==> src/rtl/oo_iq_pkg.sv <==
package oo_iq_pkg;
  typedef enum logic [1:0] {
    OPC_ADD  = 2'd0,
    OPC_ADDI = 2'd1,
    OPC_MUL  = 2'd2
  } iq_op_e;

  function automatic logic op_is_mul(input logic [1:0] op);
    return op == OPC_MUL;
  endfunction
endpackage

==> src/rtl/iq_tag_match.sv <==
module iq_tag_match #(
  parameter int REG_W = 5
) (
  input  logic             src_use,
  input  logic [REG_W-1:0] src_tag,
  input  logic             wk0_v,
  input  logic [REG_W-1:0] wk0_tag,
  input  logic             wk1_v,
  input  logic [REG_W-1:0] wk1_tag,
  output logic             hit
);
  // A used source is woken by either broadcast port carrying its register.
  assign hit = src_use && ((wk0_v && (wk0_tag == src_tag)) ||
                           (wk1_v && (wk1_tag == src_tag)));
endmodule

==> src/rtl/iq_oldest_pick.sv <==
module iq_oldest_pick #(
  parameter int DEPTH = 8,
  parameter int IDX_W = $clog2(DEPTH)
) (
  input  logic [DEPTH-1:0] req,
  input  logic [IDX_W-1:0] base,
  output logic             found,
  output logic [IDX_W-1:0] idx
);
  // Rotating priority: the first requester at or after base wins.
  always_comb begin
    found = 1'b0;
    idx   = '0;
    for (int k = DEPTH - 1; k >= 0; k--) begin
      int p;
      p = int'(base) + k;
      if (p >= DEPTH) p = p - DEPTH;
      if (req[p]) begin
        found = 1'b1;
        idx   = IDX_W'(p);
      end
    end
  end
endmodule

==> src/rtl/iq_payload_ram.sv <==
module iq_payload_ram #(
  parameter int DEPTH = 8,
  parameter int WIDTH = 32,
  parameter int IDX_W = $clog2(DEPTH)
) (
  input  logic             clk,
  input  logic             we,
  input  logic [IDX_W-1:0] waddr,
  input  logic [WIDTH-1:0] wdata,
  input  logic             re,
  input  logic [IDX_W-1:0] raddr,
  output logic [WIDTH-1:0] rdata
);
  logic [WIDTH-1:0] mem [DEPTH];

  // One write port, one registered read port: maps onto a simple dual-port RAM.
  always_ff @(posedge clk) begin
    if (we) mem[waddr] <= wdata;
    if (re) rdata <= mem[raddr];
  end
endmodule

==> src/rtl/oo_issue_queue.sv <==
module oo_issue_queue
  import oo_iq_pkg::*;
#(
  parameter int DEPTH = 8,
  parameter int REG_W = 5,
  parameter int IMM_W = 16
) (
  input  logic             clk,
  input  logic             rst,
  input  logic             in_valid,
  input  logic [1:0]       in_op,
  input  logic [IMM_W-1:0] in_imm,
  input  logic             in_dst_use,
  input  logic [REG_W-1:0] in_dst,
  input  logic             in_a_use,
  input  logic [REG_W-1:0] in_a,
  input  logic             in_a_busy,
  input  logic             in_b_use,
  input  logic [REG_W-1:0] in_b,
  input  logic             in_b_busy,
  output logic             q_full,
  input  logic             wb_int_v,
  input  logic [REG_W-1:0] wb_int_tag,
  input  logic             wb_mul_v,
  input  logic [REG_W-1:0] wb_mul_tag,
  input  logic             hold_int,
  input  logic             hold_mul,
  output logic             out_valid,
  output logic [1:0]       out_op,
  output logic [IMM_W-1:0] out_imm,
  output logic             out_dst_use,
  output logic [REG_W-1:0] out_dst,
  output logic             out_a_use,
  output logic [REG_W-1:0] out_a,
  output logic             out_b_use,
  output logic [REG_W-1:0] out_b
);
  localparam int IDX_W = $clog2(DEPTH);
  localparam int PW    = 2 + IMM_W + 3 + 3 * REG_W;

  // Per-slot state kept in flops: what wakeup and select must see in parallel.
  logic [DEPTH-1:0] vld_q, vld_nx;
  logic [DEPTH-1:0] a_use_q, a_pend_q, b_use_q, b_pend_q;
  logic [REG_W-1:0] a_tag_q [DEPTH];
  logic [REG_W-1:0] b_tag_q [DEPTH];
  logic [1:0]       op_q    [DEPTH];

  logic [IDX_W-1:0] head_q, head_nx, tail_q, tail_nx;
  logic             full_q, out_valid_q;

  logic [DEPTH-1:0] a_hit, b_hit, rdy;
  logic             in_a_hit, in_b_hit;
  logic             accept, fire, head_found;
  logic [IDX_W-1:0] pick_idx, head_idx;
  logic [PW-1:0]    ram_wdata, ram_rdata;

  assign accept = in_valid && !full_q;

  // Wakeup compare for the instruction being written this cycle.
  iq_tag_match #(.REG_W(REG_W)) u_in_a_match (
    .src_use(in_a_use), .src_tag(in_a),
    .wk0_v(wb_int_v), .wk0_tag(wb_int_tag),
    .wk1_v(wb_mul_v), .wk1_tag(wb_mul_tag),
    .hit(in_a_hit)
  );
  iq_tag_match #(.REG_W(REG_W)) u_in_b_match (
    .src_use(in_b_use), .src_tag(in_b),
    .wk0_v(wb_int_v), .wk0_tag(wb_int_tag),
    .wk1_v(wb_mul_v), .wk1_tag(wb_mul_tag),
    .hit(in_b_hit)
  );

  // Wakeup compare and readiness for every stored slot.
  for (genvar g = 0; g < DEPTH; g++) begin : g_slot
    iq_tag_match #(.REG_W(REG_W)) u_a_match (
      .src_use(a_use_q[g]), .src_tag(a_tag_q[g]),
      .wk0_v(wb_int_v), .wk0_tag(wb_int_tag),
      .wk1_v(wb_mul_v), .wk1_tag(wb_mul_tag),
      .hit(a_hit[g])
    );
    iq_tag_match #(.REG_W(REG_W)) u_b_match (
      .src_use(b_use_q[g]), .src_tag(b_tag_q[g]),
      .wk0_v(wb_int_v), .wk0_tag(wb_int_tag),
      .wk1_v(wb_mul_v), .wk1_tag(wb_mul_tag),
      .hit(b_hit[g])
    );
    // A same-cycle hit counts as not pending so the consumer issues back to back.
    assign rdy[g] = vld_q[g]
                 && (!a_use_q[g] || !a_pend_q[g] || a_hit[g])
                 && (!b_use_q[g] || !b_pend_q[g] || b_hit[g])
                 && !(op_is_mul(op_q[g]) ? hold_mul : hold_int);
  end

  // Oldest ready entry, age measured from the head pointer.
  iq_oldest_pick #(.DEPTH(DEPTH), .IDX_W(IDX_W)) u_select (
    .req(rdy), .base(head_q), .found(fire), .idx(pick_idx)
  );

  always_comb begin
    vld_nx = vld_q;
    if (fire)   vld_nx[pick_idx] = 1'b0;
    if (accept) vld_nx[tail_q]   = 1'b1;
  end

  assign tail_nx = !accept ? tail_q
                 : (tail_q == IDX_W'(DEPTH - 1)) ? '0 : tail_q + 1'b1;

  // Head skips freed holes up to the oldest live entry, or meets the tail when empty.
  iq_oldest_pick #(.DEPTH(DEPTH), .IDX_W(IDX_W)) u_head_seek (
    .req(vld_nx), .base(head_q), .found(head_found), .idx(head_idx)
  );
  assign head_nx = head_found ? head_idx : tail_nx;

  always_ff @(posedge clk) begin
    if (rst) begin
      vld_q       <= '0;
      a_pend_q    <= '0;
      b_pend_q    <= '0;
      a_use_q     <= '0;
      b_use_q     <= '0;
      head_q      <= '0;
      tail_q      <= '0;
      full_q      <= 1'b0;
      out_valid_q <= 1'b0;
    end else begin
      vld_q       <= vld_nx;
      head_q      <= head_nx;
      tail_q      <= tail_nx;
      full_q      <= vld_nx[tail_nx];
      out_valid_q <= fire;
      for (int i = 0; i < DEPTH; i++) begin
        if (accept && tail_q == IDX_W'(i)) begin
          op_q[i]     <= in_op;
          a_use_q[i]  <= in_a_use;
          a_tag_q[i]  <= in_a;
          a_pend_q[i] <= in_a_use && in_a_busy && !in_a_hit;
          b_use_q[i]  <= in_b_use;
          b_tag_q[i]  <= in_b;
          b_pend_q[i] <= in_b_use && in_b_busy && !in_b_hit;
        end else begin
          if (a_hit[i]) a_pend_q[i] <= 1'b0;
          if (b_hit[i]) b_pend_q[i] <= 1'b0;
        end
      end
    end
  end

  // Full payload lives in a RAM, read at the selected slot into the output register.
  assign ram_wdata = {in_op, in_imm, in_dst_use, in_dst, in_a_use, in_a, in_b_use, in_b};

  iq_payload_ram #(.DEPTH(DEPTH), .WIDTH(PW), .IDX_W(IDX_W)) u_payload (
    .clk(clk), .we(accept), .waddr(tail_q), .wdata(ram_wdata),
    .re(fire), .raddr(pick_idx), .rdata(ram_rdata)
  );

  assign {out_op, out_imm, out_dst_use, out_dst, out_a_use, out_a, out_b_use, out_b} = ram_rdata;
  assign out_valid = out_valid_q;
  assign q_full    = full_q;

  AST_FULL_DROPS_WRITE: assert property (@(posedge clk) disable iff (rst)
    (in_valid && full_q) |=> $stable(tail_q));
  AST_FULL_MEANS_TAIL_LIVE: assert property (@(posedge clk) disable iff (rst)
    full_q |-> vld_q[tail_q]);
  AST_ISSUED_SLOT_FREED: assert property (@(posedge clk) disable iff (rst)
    fire |=> !vld_q[$past(pick_idx)]);
  AST_MUL_HOLD_OBEYED: assert property (@(posedge clk) disable iff (rst)
    (out_valid && op_is_mul(out_op)) |-> !$past(hold_mul));
  AST_INT_HOLD_OBEYED: assert property (@(posedge clk) disable iff (rst)
    (out_valid && !op_is_mul(out_op)) |-> !$past(hold_int));
endmodule

==> config.mk <==
export PLATFORM = sky130hd
export DESIGN_NAME = oo_issue_queue
export DESIGN_NICKNAME = d
export VERILOG_FILES = /design/src/rtl/oo_iq_pkg.sv /design/src/rtl/iq_tag_match.sv /design/src/rtl/iq_oldest_pick.sv /design/src/rtl/iq_payload_ram.sv /design/src/rtl/oo_issue_queue.sv
export SDC_FILE = /design/constraint.sdc
export NUM_CORES = 1
export LEC_CHECK = 0
export ABC_AREA = 1
export BUFFER_PORTS_ARGS = -buffer_cell sky130_fd_sc_hd__buf_4
export CORE_MARGIN = 2
export CORE_UTILIZATION = 40
export DETAILED_ROUTE_END_ITERATION = 16
export GPL_TIMING_DRIVEN = 0
export PLACE_DENSITY_LB_ADDON = 0.2
export SLEW_MARGIN = 10
export SYNTH_ARGS = -nofsm -noshare
export SYNTH_HDL_FRONTEND = slang
export SYNTH_SLANG_ARGS = --single-unit
==> constraint.sdc <==
create_clock -name clk -period 5.2 [get_ports clk]
set_input_delay 1.3 -clock clk [delete_from_list [all_inputs] [get_ports clk]]
set_output_delay 1.3 -clock clk [all_outputs]
set_load 0.01 [all_outputs]
==> flow_summary.json <==
{
  "fill_cells": 4919,
  "drt_iter0_drc": 1654,
  "grt_usage_pct": 22.7,
  "hpwl_mm": 42.7,
  "end_kind": "flop",
  "min_to": "a_pend_q[1]",
  "routed-via-count": 16700,
  "cts_max_level": 2,
  "power.density_nw_per_um2": 661,
  "irDropWorstVdd_mv": 0.417,
  "whs_ns": 0.483,
  "final_util_pct": 47.1,
  "start_util_pct": 40.3,
  "insertion_delay_ns": 0.61,
  "fmax_mhz": 201,
  "slew_viol_final": 0,
  "route.detailed.drc": 0,
  "cts-root-buf": "clkbuf_16",
  "p_comb_share_pct": 47.9,
  "start_kind": "input pin",
  "routedWlPerCell_um": 20.2,
  "hp-start": "a_pend_q[1]",
  "slew_headroom_pct": 18.5,
  "clock_power_share_pct": 22.2,
  "rsz0062_at_grt": "false",
  "synth_seq_cells": 468,
  "io-pin-count": 93,
  "instances_no_fill": 3177,
  "crit_family": "simple AND/OR/NAND/NOR gates",
  "worst_slew_pin_slew_ns": 1.22,
  "antenna_found_initial": 2,
  "place.gp.congestion": 0.906,
  "cts_tree": "built",
  "seqPwrFrac_pct": 29.9,
  "worstHoldPathType": "flop to flop",
  "p_sw_mw": 7.49,
  "hold_depth": 2,
  "r2r-end": "u_payload.rdata[1]",
  "io_buffers": 86,
  "swShare_pct": 44.8,
  "intPower_mw": 9.23,
  "grt_pass1_wl_mm": 95.4,
  "cts_setup_buffers": 0,
  "grt_pass1_vias": 15900,
  "synthDistinctLibCells": 46,
  "diodes": 0,
  "layout_min_cycle_time_ns": 4.98,
  "setup_violations": 0,
  "r2r-start": "head_q[0]",
  "grt-ovfl-total": 0,
  "netlist_area_um2": 21600,
  "path_class": "input pin to flop",
  "drive_gt1_share_pct": 11.1,
  "slowest_stage": "nor2_1",
  "min_period_over_period_pct": 95.7,
  "finClkSkew_ns": 0.0257,
  "worstPathArrival_ns": 5.42,
  "critical_path.max_fanout": 10,
  "crit_path_frequent_cell": "nand2_1",
  "ys_seq_area_share_pct": 62.7,
  "antenna_left": 0,
  "cpPeakStageDelay_ns": 0.61,
  "die_h_um": 237,
  "multiInputGateArea_um2": 7030,
  "synth_ff_type": "edfxtp_1",
  "synth-edff-count": 420,
  "yosysWarnings": 0,
  "grt_max_degree": 29,
  "critPathRequiredTime_ns": 5.64,
  "maxCapViolCount": 0,
  "avgSynthCellArea_um2": 9.45,
  "drt-pass1-iter-count": 6,
  "die_w_um": 237,
  "setup_ws_ns": 0.222,
  "dieArea_um2": 56000,
  "critical_path_buf_inv_count": 6,
  "r2r_cells": 24,
  "cts_buffers": 51,
  "clk_pin_slew_ns": 0.06,
  "leakage_nw": 10.2,
  "drt-vias-per-instance": 5.26,
  "report.final.hold_viol_count": 0,
  "max-clock-path-buffers": 3,
  "syn_nets": 2354,
  "area.growth.synth_to_final_pct": 16.9,
  "post-place-ws_ns": -0.742,
  "placed_cells": 3086,
  "hold_buffers": 0,
  "r2r_slack_ns": 0.44,
  "core_area_um2": 53700,
  "nets": 2503,
  "synth_cells": 2291,
  "rows": 85,
  "postSynth.asyncResetShare_pct": 0,
  "clock-sinks": 468,
  "status": "complete, no violations",
  "seqCellArea_um2": 13600,
  "drt-total-wl_mm": 64.1
}
==> synthesized netlist by cell type (13+ instances only) <==
cell type / number / area (µm²)
nand2_1: 792 / 2970
edfxtp_1: 420 / 12600
nor2_1: 209 / 785
nand3_1: 191 / 956
inv_1: 156 / 586
a21oi_1: 127 / 636
o21ai_0: 83 / 415
dfxtp_1: 48 / 961
clkbuf_1: 44 / 165
xor2_1: 31 / 272
nand4_1: 26 / 163
o21ai_1: 24 / 120
buf_2: 21 / 105
buf_4: 13 / 97.6
==> timing repair <==
| item | 4_1_cts | 5_1_grt |
|---|---|---|
| gates resized for setup | 2 | 16 |
| endpoints found under the hold margin | 0 | 0 |
| endpoints found under the setup margin | 3 | 36 |
==> layout make-up <==
class | count | share of cell area (%)
sequential | 468 | 53.7
multi-input combinational | 1559 | 27.8
clock buffer | 63 | 5.39
timing repair buffer | 99 | 3.82
tap | 696 | 3.44
inverter | 171 | 2.56
buffer | 90 | 1.97
clock inverter | 31 | 1.39
==> cells by family (layout without fill, tap and decap cells) <==
logic type,after synthesis,in the layout,share of synthesized area (%)
simple gates,1261,1261,24.0
flops,468,468,62.7
buf+inv,264,454,5.27
compound gates,258,258,6.26
xor+xnor,32,32,1.29
fa+ha+maj,8,8,0.462
==> power groups by stage <==
stage,registers [mW],logic [mW],clock network (mW)
2_1_floorplan,5.13,4.88,0
3_3_place_gp,5.10,7.85,0
3_5_place_dp,5.07,8.06,0
4_1_cts,4.99,8.10,3.76
5_1_grt,5.03,8.91,3.93
6_report,4.99,8.01,3.71
==> stage by stage <==
| step | cell area (µm²) | setup TNS, ns | power (mW) |
|---|---|---|---|
| after global routing | 25300 | 0 | 17.9 |
| final | 25300 | 0 | 16.7 |
| after CTS | 25300 | 0 | 16.9 |
| after detailed placement | 23500 | -20.12 | 13.1 |
| after global placement | 23200 | -153.95 | 12.9 |
| after floorplan | 21600 | 0 | 10.0 |
==> worst max path at each step <==
stage / start / endpoint / slack (ns) / cells after the start
floorplan: in_valid / head_q[1] / 0.41 / 21
global placement: in_valid / head_q[1] / -2.13 / 22
detailed placement: wb_mul_v / u_payload.rdata[1] / -0.74 / 25
CTS: wb_mul_v / u_payload.rdata[1] / 0.01 / 25
global route: wb_mul_tag[4] / head_q[1] / 0.005 / 35
finish: wb_int_tag[2] / u_payload.rdata[1] / 0.22 / 25
==> worst min-delay path: cells and delay by family, from the launching register on <==
family,cells,cell delay [ns]
flip-flops,1,0.32
AND/OR/NAND/NOR,1,0.07
AO/OA/AOI/OAI,1,0.06
==> cell usage in the layout (no fill, tap or decap), types with 6 or more instances in the layout <==
cell type  count
nand2_1      792
edfxtp_1     420
nor2_1       196
nand3_1      188
inv_1        155
a21oi_1      127
buf_4         99
o21ai_0       83
clkbuf_16     52
clkbuf_1      49
dfxtp_1       48
xor2_1        30
nand4_1       26
o21ai_1       24
buf_2         16
clkinv_1      12
o22ai_1       10
inv_2         10
nor3_1        10
nor2_4        10
clkinv_2      10
buf_6          9
nand2_2        9
nand3_2        8
ha_1           8
buf_16         8
nor2_2         6
bufinv_16      6
==> registers in the layout, summed over array words and instances (netlist names), 8 cells and up <==
signal and flops:
b_tag_q 40, b_pend_q 8, a_pend_q 8, u_payload.mem 288
b_use_q 8, vld_q 8, a_tag_q 40, a_use_q 8
op_q 16, u_payload.rdata 36
==> layer usage <==
metal  track usage (%)  up-vias  share of wire, %
li1                  -     7980                 -
met1              29.8     7954                43
met2              37.6      629                47
met3              3.23      155               6.2
met4              9.65        0               4.3
met5                 0        -                 0
No activity file was read; power rests on OpenSTA's default activity.
